### src/rtl/vhub_pkg.sv
package vhub_pkg;

    typedef enum logic [3:0] {
        TLR, RTI, SEL_DR, CAP_DR, SH_DR, EX1_DR, PAU_DR, EX2_DR, UPD_DR,
        SEL_IR, CAP_IR, SH_IR, EX1_IR, PAU_IR, EX2_IR, UPD_IR
    } tap_st_e;

    localparam logic [9:0]  OP_VIR_PATH    = 10'h00E;
    localparam logic [9:0]  OP_VDR_PATH    = 10'h00C;
    localparam logic [10:0] MFR_CODE       = 11'h06E;
    localparam logic [7:0]  GENERIC_KIND   = 8'd8;
    localparam int unsigned HUB_VIR_W      = 4;
    localparam logic [3:0]  HUB_OP_INFO    = 4'd0;
    localparam logic [3:0]  HUB_OP_REPOINT = 4'd3;

    localparam int STB_CDR = 0;
    localparam int STB_SDR = 1;
    localparam int STB_E1D = 2;
    localparam int STB_PDR = 3;
    localparam int STB_E2D = 4;
    localparam int STB_UDR = 5;
    localparam int STB_CIR = 6;
    localparam int STB_UIR = 7;

    typedef struct packed {
        logic [4:0]  ver;
        logic [7:0]  kind;
        logic [10:0] mfr;
        logic [7:0]  tail;
    } info_word_t;

    function automatic int unsigned vir_field_w(input logic [255:0] lst, input int unsigned n);
        int unsigned r = HUB_VIR_W;
        for (int unsigned i = 0; i < 32; i++) begin
            if (i < n && 32'(lst[i*8 +: 8]) > r) r = 32'(lst[i*8 +: 8]);
        end
        return r;
    endfunction

    function automatic int unsigned addr_w(input int unsigned n);
        return $clog2(n + 1);
    endfunction

    function automatic logic addr_is_node(input logic [7:0] a, input int unsigned n);
        return (a != 8'd0) && (32'(a) <= n);
    endfunction

    function automatic tap_st_e tap_next(input tap_st_e s, input logic tms);
        case (s)
            TLR:     return tms ? TLR    : RTI;
            RTI:     return tms ? SEL_DR : RTI;
            SEL_DR:  return tms ? SEL_IR : CAP_DR;
            CAP_DR:  return tms ? EX1_DR : SH_DR;
            SH_DR:   return tms ? EX1_DR : SH_DR;
            EX1_DR:  return tms ? UPD_DR : PAU_DR;
            PAU_DR:  return tms ? EX2_DR : PAU_DR;
            EX2_DR:  return tms ? UPD_DR : SH_DR;
            UPD_DR:  return tms ? SEL_DR : RTI;
            SEL_IR:  return tms ? TLR    : CAP_IR;
            CAP_IR:  return tms ? EX1_IR : SH_IR;
            SH_IR:   return tms ? EX1_IR : SH_IR;
            EX1_IR:  return tms ? UPD_IR : PAU_IR;
            PAU_IR:  return tms ? EX2_IR : PAU_IR;
            EX2_IR:  return tms ? UPD_IR : SH_IR;
            UPD_IR:  return tms ? SEL_DR : RTI;
            default: return TLR;
        endcase
    endfunction

    function automatic logic [7:0] dr_strobe(input tap_st_e s);
        logic [7:0] v = '0;
        case (s)
            CAP_DR:  v[STB_CDR] = 1'b1;
            SH_DR:   v[STB_SDR] = 1'b1;
            EX1_DR:  v[STB_E1D] = 1'b1;
            PAU_DR:  v[STB_PDR] = 1'b1;
            EX2_DR:  v[STB_E2D] = 1'b1;
            UPD_DR:  v[STB_UDR] = 1'b1;
            default: v = '0;
        endcase
        return v;
    endfunction

endpackage

### src/rtl/vhub_tap_mirror.sv
module vhub_tap_mirror
    import vhub_pkg::*;
(
    input  logic    tck,
    input  logic    rst,
    input  logic    tms,
    output tap_st_e st_o
);

    always_ff @(posedge tck) begin
        if (rst) st_o <= TLR;
        else     st_o <= tap_next(st_o, tms);
    end

    // run length of TMS-high edges, saturating at five
    logic [2:0] hi_run;
    always_ff @(posedge tck) begin
        if (rst || !tms)          hi_run <= 3'd0;
        else if (hi_run != 3'd5)  hi_run <= hi_run + 3'd1;
    end


    tlr_after_five_chk: assert property (@(posedge tck) disable iff (rst)
        (hi_run == 3'd5) |-> (st_o == TLR));

endmodule

### src/rtl/vhub_vir_bank.sv
module vhub_vir_bank #(
    parameter int unsigned NODES    = 2,
    parameter int unsigned VW       = 4,
    parameter int unsigned NA       = 2,
    parameter logic [NODES*8-1:0] IRW_LIST = '0
) (
    input  logic                tck,
    input  logic                clr,
    input  logic                upd_en,
    input  logic [NA-1:0]       upd_addr,
    input  logic [VW-1:0]       upd_val,
    output logic [NODES*VW-1:0] vir_flat_o
);

    for (genvar i = 0; i < NODES; i++) begin : g_node
        localparam int unsigned NW = 32'(IRW_LIST[i*8 +: 8]);
        localparam logic [VW-1:0] KEEP = VW'((64'(1) << NW) - 64'(1));
        logic [VW-1:0] q;
        logic hit;
        assign hit = upd_en && (32'(upd_addr) == i + 1);

        always_ff @(posedge tck) begin
            if (clr)      q <= '0;
            else if (hit) q <= upd_val & KEEP;
        end
        assign vir_flat_o[i*VW +: VW] = q;


        stable_vir_chk: assert property (@(posedge tck) disable iff (clr)
            !(upd_en && (32'(upd_addr) == i + 1)) |=> $stable(vir_flat_o[i*VW +: VW]));
    end

endmodule

### src/rtl/vhub_info.sv
module vhub_info
    import vhub_pkg::*;
#(
    parameter int unsigned NODES   = 2,
    parameter int unsigned VW      = 4,
    parameter int unsigned VERSION = 1,
    parameter logic [NODES*8-1:0] ID_LIST = '0
) (
    input  logic       tck,
    input  logic       clr,
    input  logic       rewind,
    input  logic       advance,
    output logic [3:0] nib_o
);

    localparam int unsigned TOTAL = (NODES + 1) * 8;
    localparam int unsigned PTR_W = $clog2(TOTAL);

    logic [PTR_W-1:0] ptr;
    info_word_t       word;

    always_ff @(posedge tck) begin
        if (clr || rewind)                    ptr <= '0;
        else if (advance) begin
            if (32'(ptr) == TOTAL - 1)        ptr <= '0;
            else                              ptr <= ptr + 1'b1;
        end
    end

    always_comb begin
        word = '{ver: 5'(VERSION), kind: 8'(NODES), mfr: MFR_CODE, tail: 8'(VW)};
        for (int k = 0; k < NODES; k++) begin
            if (32'(ptr[PTR_W-1:3]) == k + 1)
                word = '{ver: 5'(VERSION), kind: GENERIC_KIND, mfr: MFR_CODE,
                         tail: ID_LIST[k*8 +: 8]};
        end
    end

    assign nib_o = word[ptr[2:0]*4 +: 4];


    ptr_range_chk: assert property (@(posedge tck) disable iff (clr)
        32'(ptr) < TOTAL);


    ptr_hold_chk: assert property (@(posedge tck) disable iff (clr)
        !(advance || rewind) |=> $stable(ptr));

endmodule

### src/rtl/vscan_hub.sv
module vscan_hub
    import vhub_pkg::*;
#(
    parameter int unsigned NODES = 2,
    parameter logic [NODES*8-1:0] IRW_LIST = 16'h0603,
    parameter logic [NODES*8-1:0] ID_LIST  = 16'h0904,
    parameter int unsigned VERSION = 1,
    localparam int unsigned VW = vir_field_w(256'(IRW_LIST), NODES),
    localparam int unsigned NA = addr_w(NODES)
) (
    input  logic                tck,
    input  logic                hub_rst,
    input  logic                tms,
    input  logic                tdi,
    input  logic [9:0]          dev_ir,
    input  logic [NODES-1:0]    node_tdo,
    output logic                tdo,
    output logic [7:0]          vstrobe,
    output logic [NODES-1:0]    vsel,
    output logic [NODES*VW-1:0] vir_flat
);

    localparam int unsigned SW = NA + VW;

    tap_st_e st;
    logic clr, in_vir, in_vdr;
    logic [SW-1:0] sr;
    logic [3:0]    dsr;
    logic [3:0]    hub_vir;
    logic [NA-1:0] act, cap, tgt;
    logic [NA-1:0] sr_addr;
    logic [VW-1:0] sr_val, cap_vir;
    logic upd_ir_ev, repoint, normal_upd, node_upd, hub_upd;
    logic act_ok, cap_ok, addr_ok, info_mode, info_adv;
    logic [3:0] info_nib;
    logic sel_tdo;

    vhub_tap_mirror u_tap (.tck(tck), .rst(hub_rst), .tms(tms), .st_o(st));

    assign clr     = hub_rst || (st == TLR);
    assign in_vir  = (dev_ir == OP_VIR_PATH);
    assign in_vdr  = (dev_ir == OP_VDR_PATH);
    assign sr_addr = sr[SW-1 -: NA];
    assign sr_val  = sr[VW-1:0];

    assign upd_ir_ev  = in_vir && (st == UPD_DR);
    assign repoint    = upd_ir_ev && (hub_vir == HUB_OP_REPOINT);
    assign normal_upd = upd_ir_ev && !repoint;
    assign addr_ok    = addr_is_node(8'(sr_addr), NODES);
    assign node_upd   = normal_upd && addr_ok;
    assign hub_upd    = normal_upd && (sr_addr == '0);
    assign act_ok     = addr_is_node(8'(act), NODES);
    assign cap_ok     = addr_is_node(8'(cap), NODES);
    assign info_mode  = (act == '0) && (hub_vir == HUB_OP_INFO);
    assign info_adv   = in_vdr && (st == UPD_DR) && info_mode;

    vhub_vir_bank #(.NODES(NODES), .VW(VW), .NA(NA), .IRW_LIST(IRW_LIST)) u_bank (
        .tck(tck), .clr(clr), .upd_en(node_upd), .upd_addr(sr_addr),
        .upd_val(sr_val), .vir_flat_o(vir_flat)
    );

    vhub_info #(.NODES(NODES), .VW(VW), .VERSION(VERSION), .ID_LIST(ID_LIST)) u_info (
        .tck(tck), .clr(clr), .rewind(hub_upd || repoint),
        .advance(info_adv), .nib_o(info_nib)
    );

    // capture-path VIR and node TDO select
    always_comb begin
        cap_vir = (cap == '0) ? VW'(hub_vir) : '0;
        sel_tdo = 1'b0;
        for (int k = 0; k < NODES; k++) begin
            if (32'(cap) == k + 1) cap_vir = vir_flat[k*VW +: VW];
            if (32'(act) == k + 1) sel_tdo = node_tdo[k];
        end
    end

    always_ff @(posedge tck) begin
        if (clr) begin
            sr      <= '0;
            dsr     <= '0;
            hub_vir <= '0;
            act     <= '0;
            cap     <= '0;
        end else begin
            if (in_vir) begin
                case (st)
                    CAP_DR: sr <= {cap, cap_vir};
                    SH_DR:  sr <= {tdi, sr[SW-1:1]};
                    UPD_DR: begin
                        cap <= sr_addr;
                        if (repoint) begin
                            hub_vir <= '0;
                        end else begin
                            act <= sr_addr;
                            if (sr_addr == '0) hub_vir <= sr_val[3:0];
                        end
                    end
                    default: ;
                endcase
            end
            if (in_vdr && !act_ok) begin
                case (st)
                    CAP_DR: dsr <= info_mode ? info_nib : 4'd0;
                    SH_DR:  dsr <= info_mode ? {tdi, dsr[3:1]} : {3'b000, tdi};
                    default: ;
                endcase
            end
        end
    end

    // strobe generation
    always_comb begin
        vstrobe = '0;
        tgt     = '0;
        if (in_vdr && act_ok) begin
            vstrobe = dr_strobe(st);
            tgt     = act;
        end else if (in_vir && st == CAP_DR && cap_ok) begin
            vstrobe[STB_CIR] = 1'b1;
            tgt              = cap;
        end else if (in_vir && st == UPD_DR && !repoint && addr_ok) begin
            vstrobe[STB_UIR] = 1'b1;
            tgt              = sr_addr;
        end
        for (int k = 0; k < NODES; k++)
            vsel[k] = (vstrobe != '0) && (32'(tgt) == k + 1);
    end

    assign tdo = in_vdr ? (act_ok ? sel_tdo : dsr[0]) : sr[0];


    strobe_onehot_chk: assert property (@(posedge tck) disable iff (hub_rst)
        $onehot0(vstrobe));


    strobe_target_chk: assert property (@(posedge tck) disable iff (hub_rst)
        (vstrobe != '0) |-> ($countones(vsel) == 1));


    no_target_quiet_chk: assert property (@(posedge tck) disable iff (hub_rst)
        (vstrobe == '0) |-> (vsel == '0));

endmodule

### config.mk
export PLATFORM = sky130hd
export DESIGN_NAME = vscan_hub
export DESIGN_NICKNAME = d
export VERILOG_FILES = /design/src/rtl/vhub_pkg.sv /design/src/rtl/vhub_tap_mirror.sv /design/src/rtl/vhub_vir_bank.sv /design/src/rtl/vhub_info.sv /design/src/rtl/vscan_hub.sv
export SDC_FILE = /design/constraint.sdc
export NUM_CORES = 1
export LEC_CHECK = 0
export ABC_AREA = 1
export ABC_CLOCK_PERIOD_IN_PS = 1400
export CAP_MARGIN = 30
export CORE_AREA = 2 2 94 96
export CTS_CLUSTER_DIAMETER = 50
export DETAILED_ROUTE_END_ITERATION = 12
export DIE_AREA = 0 0 96 98
export PLACE_DENSITY = 0.48
export SLEW_MARGIN = 20
export SYNTH_ARGS = -nofsm -noshare
export SYNTH_HDL_FRONTEND = slang
export SYNTH_SLANG_ARGS = --single-unit
### constraint.sdc
create_clock -name tck -period 1.4 [get_ports tck]
set_input_delay 0.21 -clock tck [delete_from_list [all_inputs] [get_ports tck]]
set_output_delay 0.21 -clock tck [all_outputs]
set_load 0.02 [all_outputs]
==> key figures <==
Pwr
  • Seq pwr share: 43.8%
  • Maximum vdd drop: slightly below 0.0004 V
  • Switching power total: between 500 and 600 uW
  • P_leak: roughly 1.9 nW
  • Sw Share: approximately 23%
  • Power share of the clock group: between 40% and 50%
  • Power share of the combinational group: under 10%
  • Pwr dens: about 560 nW/um^2
  • Internal power: 1.91 mW

Floorplanning
  • Die X: between 90 and 100 um
  • Initial Utilization: 29.0%
  • # IOs: 39
  • Die Ht: 98 um
  • Core area: approximately 8500 sq um
  • # rows: 34
  • Die ar.: 9410 sq um

Timing
  • RSZ-0062 raised after global routing: yes
  • TNS Setup: -9.86 ns
  • Fin crit share: 138%
  • Setup WS post-layout: -0.535 ns
  • Setup Viol. Count Final: between 40 and 50
  • Slew Limit Fails: 0
  • Max Fclk: between 500 and 600 MHz
  • Clock Skews: about 0.0023 ns
  • Final hold vios: 0
  • Tmin final: ~1.9 ns

Routing
  • Vias: 2831
  • DRT iter0 DRCs: 81
  • DRC viols: 0
  • Post-DR wirelength/cell: approximately 13 um
  • Vias/cell: 4.72
  • Final wirelength: ~8000 um
  • Post-route ant nets: 0
  • Drt pass-1 iters: 4

Yosys
  • Register area share after synthesis: a little under a third
  • Yosys top cell by area: dfxtp_1
  • Synth unique cells: 36
  • Top cells by area, synth: dfxtp_1 (31%), nand2_1 (8.1%), nor2_1 (8.0%)
  • Post-synth top area share: a little under a third
  • Post-Syn Area per Cell: 6.80 sq um
  • Ys async rst share: 0%
  • Syn Std Cell Area: between 2000 and 2500 sq um
  • Mapped Cells: approximately 360
  • Synth Register Bits: 38
  • Synth Area in Simple Gates: 32.3%
  • Synth Area in Adders: under 10%
  • Post-synth EDFFs: 0
  • Mux share of post-synthesis cell area: 0%
  • Top FF cell, synth: dfxtp_1
  • Compound-Gate Fraction of Synth Area: between 10% and 20%
  • Syn. warnings: 0
  • Largest family of logic cells by synthesized area: simple AND/OR/NAND/NOR gates
  • Post-synthesis xor/xnor area fraction: ~1.1%

Critical path
  • Crit end category: output pin
  • Worst setup path class: flop to output pin
  • Worst-path cell chain: inv_2 -> ha_4 -> inv_2 -> nor2_4 -> buf_6 -> nand4_1 -> nand2_1 -> inv_1 -> nand2_1 -> nand2_2 -> nor2_4 -> buf_6
  • R2R setup slack: -0.28 ns
  • Crit path buffers/inverters: 5
  • Reg-to-Reg End: dsr[0]
  • CP arrival: 1.73 ns
  • Worst path required time: between 1 and 1.5 ns
  • Crit path launch type: flop
  • FF-to-FF path depth: 10
  • Cell family with most CP delay: simple AND/OR/NAND/NOR gates
  • Reg2reg start: u_tap.st_o[2]
  • Critical-path maximum fanout: 2
  • Worst path slowest cell: dfxtp_2
  • CP peak stage delay: 0.34 ns

CTS
  • Hold buffer count at cts: 0
  • CTS Sinks: 38
  • Worst skew pair latency: 0.29 ns
  • H-tree levels: 2
  • Clock Root Buffer: clkbuf_8
  • Deepest clock path buffer count: 2
  • CTS tree: built
  • Clock transition at path regs: around 0.08 ns
  • Total CTS buffers: 5

Worst hold path
  • Worst Hold Depth: 2
  • Worst Hold Class: flop to flop
  • Hold Startpoint: dsr[1]
  • Hold Path Sink: dsr[1]

Finish
  • Design area: about 4400 sq um
  • # nets final: between 500 and 600
  • Share of cells above drive strength 1: around half
  • # diodes: 0
  • Area Growth Syn to Fin: 81.2%
  • Final std cells w/o fill: 600
  • Final Core Density: 52.6%

Placed design
  • Area after DPL: ~3500 sq um
  • Placed Cells: 571
  • Placer Congestion: between 0.8 and 0.9
  • Hpwl dp: 5650 um
  • Number of I/O port buffers: 35

Global routing
  • Vias in the first global route: ~2600
  • GR Overflow Total: 0
  • Antenna violations before repair: 0
  • First-pass GRT wire length: about 13000 um
  • Tot GR Track Use: approximately 17%
  • Largest net degree at the start of global routing: 14

Run status
  • Failing checks: setup timing
  • Outcome: complete, but fails checks

Flow run
  • Total of max-cap violations: 0
[metal layers]
layer	wire, um	track usage [%]	vias to the layer above
met5	0	0	-
met4	140	3.96	0
met3	305	2.93	14
met2	3660	26.7	58
met1	3740	24.3	1301
li1	-	-	1458
[logic make-up (layout without fill, tap and decap cells)]
family                     after synthesis  count (layout)
other                                    1               3
buffers and inverters                   60             189
and+or+nand+nor                        160             160
xor gates and xnor gates                 3               3
DFF                                     38              38
AOI/OAI and AO/OA                       87              87
adders and majority gates               12              12
[power by group through the flow]
stage	Combinational (mW)	Sequential [mW]	Clock (mW)
floorplan	0.0816	1.11	0
global placement	0.185	1.11	0
detailed placement	0.186	1.11	0
CTS	0.208	1.08	1.18
global route	0.243	1.08	1.23
finish	0.225	1.08	1.17
[final cells by class]
| type | count | area, sq um |
|---|---|---|
| clock buffers | 5 | 68.8 |
| clock inverters | 3 | 68.8 |
| fillers | 827 | 4020 |
| inverters | 52 | 218 |
| multi-input cells | 265 | 1940 |
| flip-flops and latches | 38 | 774 |
| well taps | 108 | 135 |
| repair buffers | 129 | 1240 |
[state kept, by name (all words and copies together) (netlist names)]
name	count
cap	2
u_info.ptr	5
u_tap.st_o	4
dsr	4
act	2
u_bank.g_node.q	9
sr	8
hub_vir	4
[cell usage in the layout (no fill, tap or decap), types with 16 or more instances in the layout]
cell     count
o21ai_0     16
inv_1       27
dfxtp_1     29
nor2_4      18
nand2_1     38
inv_2       19
buf_6       45
buf_4       56
nor2_1      31
o21ai_2     18
a21oi_1     18
[cell usage after synthesis (all sizes together) (5+ instances only)]
library cell and n:
o211ai 7, inv 49, nand3 25, ha 12, a21oi 25, o21ai 45, dfxtp 38, nand4 8
nor2 59, nand2 61, buf 5
[worst register-to-register path: cells and delay by family, from the launching register on]
kind,cells,cell delay [ns]
simple gates,4,0.52
compound gates,2,0.31
flops,1,0.37
buf+inv,4,0.43
[worst max path at each step]
stage	start	to	slack (ns)	depth (start not counted)
2_1_floorplan	cap[1]	vsel[0]	-0.16	10
3_3_place_gp	dev_ir[9]	vsel[0]	-1.07	11
3_5_place_dp	dev_ir[9]	vsel[0]	-1.09	11
4_1_cts	cap[1]	vsel[1]	-0.55	12
5_1_grt	u_tap.st_o[2]	vsel[1]	-0.63	11
6_report	cap[1]	vsel[1]	-0.54	12
[through the flow]
stage	total power, mW	setup slack (ns)	hold WS, ns
after CTS	2.47	-0.555	0.476
after detailed placement	1.30	-1.09	0.459
after floorplan	1.19	-0.163	0.282
final	2.47	-0.535	0.478
after global placement	1.30	-1.07	0.451
after global routing	2.56	-0.629	0.508
[what timing repair did]
| item | 4_1_cts | 5_1_grt |
|---|---|---|
| resized for setup | 191 | 74 |
| cloned | 2 | 0 |
| pin swaps | 29 | 41 |
| endpoints found under the hold margin | 0 | 0 |
| setup buffers | 15 | 15 |
| endpoints found under the setup margin | 57 | 49 |
(Power assumes the default switching activity.)
